File: src/rtl/stb_srq.sv
module stb_srq #(
  parameter int W = 8,
  parameter int REQ_BIT = 6
) (
  input  logic         clk,
  input  logic         por,
  input  logic         ctl_req,
  input  logic         evt_sum,
  input  logic         msg_avail,
  input  logic         err_avail,
  input  logic         inst_sum,
  input  logic         wr_en,
  input  logic [W-1:0] wr_data,
  output logic [W-1:0] mask_o,
  input  logic         poll_i,
  input  logic         query_i,
  input  logic         clr_i,
  output logic [W-1:0] stb_o,
  output logic         stb_vld_o,
  output logic         srq_o
);
  localparam logic [W-1:0] FIXED0 = W'(1) << REQ_BIT;

  logic [W-1:0] sbits;
  logic         mss, mss_q, rqs;

  assign sbits = {1'b0, 1'b0, evt_sum, msg_avail, 1'b0, err_avail, ctl_req, inst_sum};
  assign mss   = |(sbits & mask_o);
  assign srq_o = rqs;

  always_ff @(posedge clk) begin
    if (por) begin
      mask_o    <= '0;
      mss_q     <= 1'b0;
      rqs       <= 1'b0;
      stb_o     <= '0;
      stb_vld_o <= 1'b0;
    end else begin
      if (wr_en) mask_o <= wr_data & ~FIXED0;
      mss_q <= mss;
      if (poll_i || clr_i || !mss) rqs <= 1'b0;
      else if (!mss_q)             rqs <= 1'b1;
      stb_vld_o <= poll_i || query_i;
      if (poll_i)       stb_o <= sbits | (rqs ? FIXED0 : '0);
      else if (query_i) stb_o <= sbits | (mss ? FIXED0 : '0);
    end
  end
endmodule

File: config.mk
export PLATFORM = sky130hd
export DESIGN_NAME = stb_srq
export DESIGN_NICKNAME = d
export VERILOG_FILES = /design/src/rtl/stb_srq.sv
export SDC_FILE = /design/constraint.sdc
export NUM_CORES = 1
export LEC_CHECK = 0
export BUFFER_PORTS_ARGS = -buffer_cell sky130_fd_sc_hd__buf_4
export CAP_MARGIN = 30
export CORE_MARGIN = 2
export CORE_UTILIZATION = 46
export CTS_BUF_LIST = sky130_fd_sc_hd__clkbuf_4 sky130_fd_sc_hd__clkbuf_8
export CTS_CLUSTER_SIZE = 12
export DETAILED_ROUTE_END_ITERATION = 6
export HOLD_SLACK_MARGIN = 0.05
export PLACE_DENSITY = 0.95
export SYNTH_ARGS = -nofsm -noshare
export SYNTH_HDL_FRONTEND = slang
export SYNTH_SLANG_ARGS = --single-unit
File: constraint.sdc
create_clock -name clk -period 3 [get_ports clk]
set_input_delay 0.15 -clock clk [delete_from_list [all_inputs] [get_ports clk]]
set_output_delay 0.15 -clock clk [all_outputs]
set_load 0.05 [all_outputs]
* Word-level counts from Yosys, hierarchy flattened
Cells that the tools add are included.
** Word-level totals
- Register bits :: 18
- Input bits :: 19
** Operators by class
- Multiplexer cells :: 4
- Bitwise operators :: 3
- Reduce and logical (&&, ||, !) cells :: 7
** Operator list (count)
- 8-bit 2-to-1 mux :: 2
- 7-bit 2-to-1 mux :: 2
- 6-bit by 7-bit OR with 7-bit output :: 2
- 6-bit by 8-bit AND with 8-bit output :: 1
- 8-bit OR reduction :: 1
- 1-bit logical OR :: 3
- 2-bit nonzero test :: 1
- 2-bit OR reduction :: 1
- 1-bit logical NOT :: 1

* Longest topological paths before layout
Gate-level depths: netlist of the first run.
- Word-level depth :: 6
- Mapped depth :: 4
- Depth with buffers taken out :: 3

* Worst setup path before layout of the first run
OpenSTA, ideal clock, no wires.
- Path kind :: register to register
- Start point :: reg mask_o[2]
- End point :: reg rqs (netlist: srq_o)
- Setup time :: 78 ps
- Arrival time :: 1207 ps
- Data required time :: 2922 ps
- Setup slack :: 1715 ps
- Stages on the path, launching flop included :: 4
- Path buffers :: 0
- Path through :: dfxtp_1 > a222oi_1 > and3_2 > nor3_1
** Between the ends
- Longest elaborated chain between the ends :: 5
** Ends and longest elaborated chain
- start, declared :: RTL line 14 : output logic [W-1:0] mask_o,
- start signal, assigned :: RTL line 39 : if (wr_en) mask_o <= wr_data & ~FIXED0;
- 6-bit by 8-bit AND with 8-bit output :: RTL line 28 : assign mss = |(sbits & mask_o);
- 8-bit OR reduction :: RTL line 28
- 1-bit logical NOT :: RTL line 41 : if (poll_i || clr_i || !mss) rqs <= 1'b0;
- 1-bit logical OR :: RTL line 41
- 2-bit OR reduction (no source line)
- end signal, assigned :: RTL line 35 : rqs <= 1'b0;
- end signal, assigned :: RTL line 41
- end signal, assigned :: RTL line 42 : else if (!mss_q) rqs <= 1'b1;
- end, declared :: RTL line 25 : logic mss, mss_q, rqs;
Every way passes these cells.
A chain may end at the register's enable or synchronous reset.

* Worst setup path in the final report of the first run
- Start point :: reg mask_o[2]
- End point :: reg stb_o[6]
** Between the ends
- Longest elaborated chain between the ends :: 6
** Ends and longest elaborated chain
- 6-bit by 8-bit AND with 8-bit output :: RTL line 28
- 8-bit OR reduction :: RTL line 28
- 7-bit 2-to-1 mux :: RTL line 45 : else if (query_i) stb_o <= sbits | (mss ? FIXED0 : '0);
- 6-bit by 7-bit OR with 7-bit output :: RTL line 45
- 8-bit 2-to-1 mux :: RTL line 45
- 8-bit 2-to-1 mux :: RTL line 44 : if (poll_i) stb_o <= sbits | (rqs ? FIXED0 : '0);
- end signal, assigned :: RTL line 44
- end signal, assigned :: RTL line 45
- end, declared :: RTL line 18 : output logic [W-1:0] stb_o,
Every way passes these cells. The select of a mux whose other input is x is not followed.

==> key figures, run 1 <==
Worst hold path
  – HP Class: in2reg
  – Min-delay src: wr_data[1]

Layout
  – Share of layout cells above drive strength 1: between 30% and 40%
  – Post-Route Utilization: between 60 and 70%
  – Area grow syn2layout: 41.4%
  – Final Net Count: approximately 120
  – Antenna cells: 0

Worst setup path
  – R2R Path Start: mask_o[2]
  – Worst setup startpoint: mask_o[2]
  – Crit-path max FO: 3
  – Crit start category: flip-flop
  – Worst Path Buf+Inv: 0
  – CP max stage delay: 0.34 ns
  – Critical path type: reg2reg
  – Crit. End Element: flip-flop
  – Worst endpoint required time: approximately 3.2 ns
  – Crit-path cells: a222oi_1 -> and3_2 -> o22ai_2
  – Crit path DAT: 1.28 ns
  – Crit path max-delay family: compound AO/OA/AOI/OAI gates
  – Slowest library cell on the worst path: dfxtp_1

CTS
  – CTS resizes: 0
  – Number of buffers created by CTS: 3
  – Clk sinks: 16
  – Longest Clk Path Bufs: 2
  – Post-CTS setup buffers: 0
  – Hold bufs inserted after CTS: 0
  – Root Driver: clkbuf_4
  – CTS tree: built
  – CTS HTree Levels: 1
  – Worst skew pair latency: approximately 0.28 ns
  – Clock transition at path regs: 0.09 ns

Route
  – Via count: 572
  – Antenna-violating nets left: 0
  – Routed wire per std cell: 11.2 µm
  – Routed WL: 1270 µm
  – DRT iter0 DRCs: 12
  – DR pass1 iterations: 4
  – Vias/cell: 5.02
  – Drc violations: 0

Die
  – Core box area: about 1300 µm²
  – Initial core utilization: 48.4%
  – Die width: approximately 41 µm
  – Die area: 1660 µm²
  – Io pins: 37
  – Die H: 40.8 µm
  – Row count: 13

GRT
  – GRT met1 Usage: 21.9%
  – GRT busiest layer: met2
  – Met3 Track Usage GR: roughly 3.8%
  – Met2 GRT Util: 32.5%
  – Number of global-route vias before repair: 523
  – First-pass GRT wire length: 2070 µm
  – Pin count of the biggest net entering global routing: 18
  – Total GRT Usage: 19.6%
  – Initial antenna violation count: 0
  – GRT overflow: 0

Synthesis
  – Seq/Total Area, Yosys: 51.5%
  – Mean post-synth cell area: 9.14 µm²
  – Cell Area, Synth: between 600 and 700 µm²
  – Count of cell types in the netlist: 16
  – Synth Register Bits: 16
  – Ys Warns: 0
  – Synth Instances: 68

Placement
  – RePlAce Congestion: around 0.73
  – Post-DP HPWL: ~1000 µm
  – Port Buffers: 32

Status
  – Status: complete, no violations

Timing
  – Final max-slew violation count: 0
  – Final hold violations: 0
  – Clock Skews: 0.00309 ns
  – Fin crit period: 1.10 ns
  – RSZ-0062 raised after global routing: no
  – FMAX: between 900 and 1000 MHz
  – Setup violators final: 0
  – Fin crit share: a little over a third
  – Final TNS setup: 0 ns

Pwr
  – Leakage: around 0.00042 µW
  – P per Cell Area: 553 nW/µm²
  – Maximum vdd drop: 287 µV

Run
  – Max-cap viol count: 0
## flip-flops by register name, summed over array words and instances (netlist names)
| signal | flops |
|---|---|
| stb_o | 6 |
| srq_o | 1 |
| mss_q | 1 |
| stb_vld_o | 1 |
| mask_o | 7 |
## power by group
group / switching [µW] / total, µW / leakage [µW] / internal, µW
Combinational: 73.5 / 115 / 0.000265 / 41.1
Sequential: 7.03 / 232 / 0.000132 / 225
Clock: 65.5 / 139 / 0.0000210 / 73.9
Total: 146 / 486 / 0.000418 / 340
## cell type report
type	count	area, µm²
fillers	103	405
flip-flops and latches	16	320
multi-input cells	46	260
repair buffers	32	240
clock buffers	4	36.3
well taps	15	18.8
inverters	1	3.75
## path summary, 6_finish.rpt
check	to	slack (ns)	depth (start not counted)
worst min register to register	stb_o[4]	0.46	2
worst max register to register	stb_o[6]	1.90	3
worst min-delay path	mask_o[1]	0.09	3
worst max-delay path	stb_o[6]	1.90	3
## kinds of logic after synthesis
kind of cell	Yosys count	synth area share (%)
buf+inv	8	7.85
flops	16	51.5
compound gates	14	13.3
other cells	1	0.603
simple gates	22	15.5
mux	7	11.3
## cell usage after synthesis (all sizes together)
| library cell | number | area [µm²] |
|---|---|---|
| nor3 | 1 | 5.00 |
| o21ai | 6 | 30.0 |
| dfxtp | 16 | 320 |
| and3 | 1 | 7.51 |
| mux2i | 7 | 70.1 |
| conb | 1 | 3.75 |
| nor2 | 11 | 41.3 |
| or3b | 1 | 8.76 |
| a222oi | 1 | 10.0 |
| nor3b | 1 | 7.51 |
| inv | 1 | 3.75 |
| a21oi | 6 | 30.0 |
| nand2 | 7 | 26.3 |
| buf | 7 | 45.0 |
| o22ai | 1 | 12.5 |
## worst min-delay path, stage by stage
cell and delay, ns:
buf_4 0.07, mux2i_1 0.05, nor2_1 0.07
## metrics by stage
| stage | cells | cell area, µm² | worst slack (ns) | hold slack, ns | total power [µW] |
|---|---|---|---|---|---|
| CTS | 114 | 880 | 1.90 | 0.0879 | 491 |
| global placement | 110 | 843 | 1.94 | 0.381 | 350 |
| global route | 114 | 880 | 1.86 | 0.0965 | 506 |
| finish | 114 | 880 | 1.90 | 0.0927 | 486 |
| floorplan | 70 | 629 | 1.72 | 0.297 | 316 |
| detailed placement | 110 | 843 | 1.92 | 0.390 | 352 |
## per-layer routing
| layer | share of wire (%) | wire (µm) |
|---|---|---|
| met3 | 8.3 | 106 |
| met2 | 50 | 641 |
| met1 | 39 | 497 |
| met4 | 2.2 | 28 |
| met5 | 0 | 0 |
## layout by cell type (no fill, tap or decap)
master,instances
nand2_1,7
and3_2,1
or3b_1,1
nor3b_1,1
inv_1,1
buf_4,32
nor2_1,11
o21ai_0,6
dfxtp_1,16
nor3_1,1
conb_1,3
a21oi_1,6
clkbuf_8,1
mux2i_1,7
a222oi_1,1
clkbuf_4,3
o22ai_2,1
Power figures use the tool's default switching activity.
==> run 2: changes to the inputs <==
--- a/config.mk
+++ b/config.mk
@@ -7,13 +7,14 @@
 export LEC_CHECK = 0
 export BUFFER_PORTS_ARGS = -buffer_cell sky130_fd_sc_hd__buf_4
 export CAP_MARGIN = 30
+export CORE_ASPECT_RATIO = 1.1
 export CORE_MARGIN = 2
-export CORE_UTILIZATION = 46
+export CORE_UTILIZATION = 39
 export CTS_BUF_LIST = sky130_fd_sc_hd__clkbuf_4 sky130_fd_sc_hd__clkbuf_8
 export CTS_CLUSTER_SIZE = 12
 export DETAILED_ROUTE_END_ITERATION = 6
 export HOLD_SLACK_MARGIN = 0.05
-export PLACE_DENSITY = 0.95
+export PLACE_DENSITY = 0.87
 export SYNTH_ARGS = -nofsm -noshare
 export SYNTH_HDL_FRONTEND = slang
 export SYNTH_SLANG_ARGS = --single-unit
==> constraint.sdc (replaced) <==
create_clock -name clk -period 0.9 [get_ports clk]
set_input_delay 0.045 -clock clk [delete_from_list [all_inputs] [get_ports clk]]
set_output_delay 0.045 -clock clk [all_outputs]
set_load 0.05 [all_outputs]
==> run 2 against run 1 <==
The flow now finishes with violations (negative setup slack); clock power grew to 3.3 times the previous value; sequential cell count stayed put; highest routed layer unchanged; core utilization is 6.3 points higher; non-clock buffer count is 19 higher; critical path depth stayed put; worst setup slack worse by 2.1 ns; clock skew is 0.00082 ns lower.
==> key figures, run 2 (synthesis gave the netlist of run 1 again) <==
Status
  – Status: finished with violations (was complete, no violations)
  – Failing checks: negative setup slack

Layout
  – Commonest non-fill, non-tap cells in the layout: 22 x buf_4, 13 x dlygate4sd3_1, 13 x buf_6 (was 32 x buf_4, 16 x dfxtp_1, 11 x nor2_1)
  – Area grow syn2layout: 84.9% (was 41.4%)
  – Share of layout cells above drive strength 1: 44.1% (was 38.4%)
  – Final Net Count: 138 (was 119)
  – Max reg flops: 7 (unchanged)
  – Largest reg by FF count: mask_o (unchanged)
  – Most common cell after layout, fill and taps aside: buf_4 (unchanged)
  – Final Cell Area: 1150 µm² (was 880 µm²)
  – Largest registers: mask_o: 7 flops, stb_o: 6 flops (unchanged)
  – Antenna cells: 0 (unchanged)

Worst setup path
  – Crit-path max FO: 3 (unchanged)
  – Crit start category: flip-flop (unchanged)
  – Reg-to-reg setup timing slack: -0.17 ns (was 1.90 ns)
  – Critical path type: reg2reg (unchanged)
  – Crit. End Element: flip-flop (unchanged)
  – Worst endpoint required time: 1.07 ns (was 3.18 ns)
  – Crit path DAT: 1.24 ns (was 1.28 ns)

CTS
  – Clock transition at path regs: 0.09 ns (about the same)
  – Longest Clk Path Bufs: 2 (unchanged)
  – CTS HTree Levels: 1 (unchanged)
  – Root Driver: clkbuf_4 (unchanged)
  – Number of buffers created by CTS: 3 (unchanged)
  – CTS tree: built (unchanged)
  – Clk sinks: 16 (unchanged)
  – Worst skew pair latency: 0.28 ns (about the same)

Route
  – Routed wire per std cell: 15.3 µm (was 11.2 µm)
  – DR pass1 iterations: 4 (unchanged)
  – DRT iter0 DRCs: 20 (was 12)
  – Drc violations: 0 (unchanged)
  – Antenna-violating nets left: 0 (unchanged)
  – Vias/cell: 4.96 (was 5.02)
  – Via count: 670 (was 572)
  – Routed WL: 2070 µm (was 1270 µm)

GRT
  – First-pass GRT wire length: 2840 µm (was 2070 µm)
  – Initial antenna violation count: 0 (unchanged)
  – Number of global-route vias before repair: 661 (was 523)
  – Total GRT Usage: 20.3% (was 19.6%)
  – Pin count of the biggest net entering global routing: 17 (was 18)
  – GRT overflow: 0 (unchanged)

Pwr
  – Leakage: 0.000527 µW (was 0.000418 µW)
  – Maximum vdd drop: 957 µV (was 287 µV)
  – P per Cell Area: 1530 nW/µm² (was 553 nW/µm²)

Placement
  – RePlAce Congestion: 0.727 (was 0.728)
  – Port Buffers: 32 (unchanged)
  – Post-DP HPWL: 1090 µm (was 1050 µm)
  – Placed Area: 890 µm² (was 843 µm²)

Worst hold path
  – HP Class: in2reg (unchanged)

Die
  – Initial core utilization: 40.4% (was 48.4%)
  – Die width: 42.1 µm (was 40.8 µm)
  – Die H: 45.9 µm (was 40.8 µm)
  – Io pins: 37 (unchanged)
  – Row count: 15 (was 13)
  – Core box area: 1540 µm² (was 1280 µm²)
  – Die area: 1930 µm² (was 1660 µm²)

Timing
  – Fin crit period: 1.07 ns (was 1.10 ns)
  – Fin crit share: 119% (was 36.5%)
  – Clock Skews: 0.00228 ns (was 0.00309 ns)
  – RSZ-0062 raised after global routing: yes (was no)
  – Hold slack: 0.0675 ns (was 0.0927 ns)
  – Final hold violations: 0 (unchanged)
  – Setup violators final: 6 (was 0)
  – Final max-slew violation count: 0 (unchanged)
  – FMAX: 935 MHz (was 913 MHz)
  – Worst setup margin: -0.169 ns (was 1.90 ns)

Run
  – Max-cap viol count: 0 (unchanged)
-- run 2: cell count changes in the layout (fill, tap and decap cells not counted), sizes merged --
cell	change
buf	+6
dlygate4sd3	+13
-- run 2: layout make-up --
class	instances	area, µm²
clock buffer	4	36.3
fill	103	389
inverter	1	3.75
multi-input combinational	46	264
sequential	16	333
tap	17	21.3
timing repair buffer	51	492
-- run 2: critical path, cell delays in order (launching register included) --
cell,delay (ns)
dfxtp_4,0.35
a222oi_1,0.30
and3_4,0.26
o22ai_2,0.06
-- run 2: timing repair --
action / CTS / global route
endpoints found under the hold margin: 13 / 0
buffers inserted: 1 / 1
hold buffers: 13 / 0
setup endpoints to repair: 7 / 16
pin swaps: 1 / 1
resized for setup: 8 / 14
-- run 2: stage by stage --
stage	setup slack (ns)	instances	util, %	power, µW	TNS [ns]
floorplan	-0.205	70	-	1060	-0.586
detailed placement	-0.177	116	57.8	1200	-0.489
CTS	-0.173	134	71.1	1720	-0.577
global route	-0.206	135	74.7	1830	-0.861
finish	-0.169	135	74.7	1760	-0.656
global placement	-0.172	116	57.8	1190	-0.488
-- run 2: final timing paths --
| kind | from | endpoint | cells past startpoint |
|---|---|---|---|
| hold / removal | por | stb_o[6] | 3 |
| hold reg to reg | stb_o[5] | stb_o[5] | 2 |
| setup / recovery | mask_o[2] | stb_o[6] | 3 |
| setup reg to reg | mask_o[2] | stb_o[6] | 3 |
-- run 2: report_power, final --
group	internal [µW]	switching (µW)	total, µW
clock network	246	219	465
registers	753	30.0	783
logic	230	285	514
total	1230	534	1760
-- run 2: metal layers --
metal | vias to the layer above | track usage (%) | share of wire (%)
met3 | 2 | 5.56 | 9.3
met4 | 0 | 11.3 | 0.97
met2 | 40 | 38.1 | 50
met1 | 307 | 20.6 | 39
met5 | - | 0 | 0
li1 | 321 | - | -
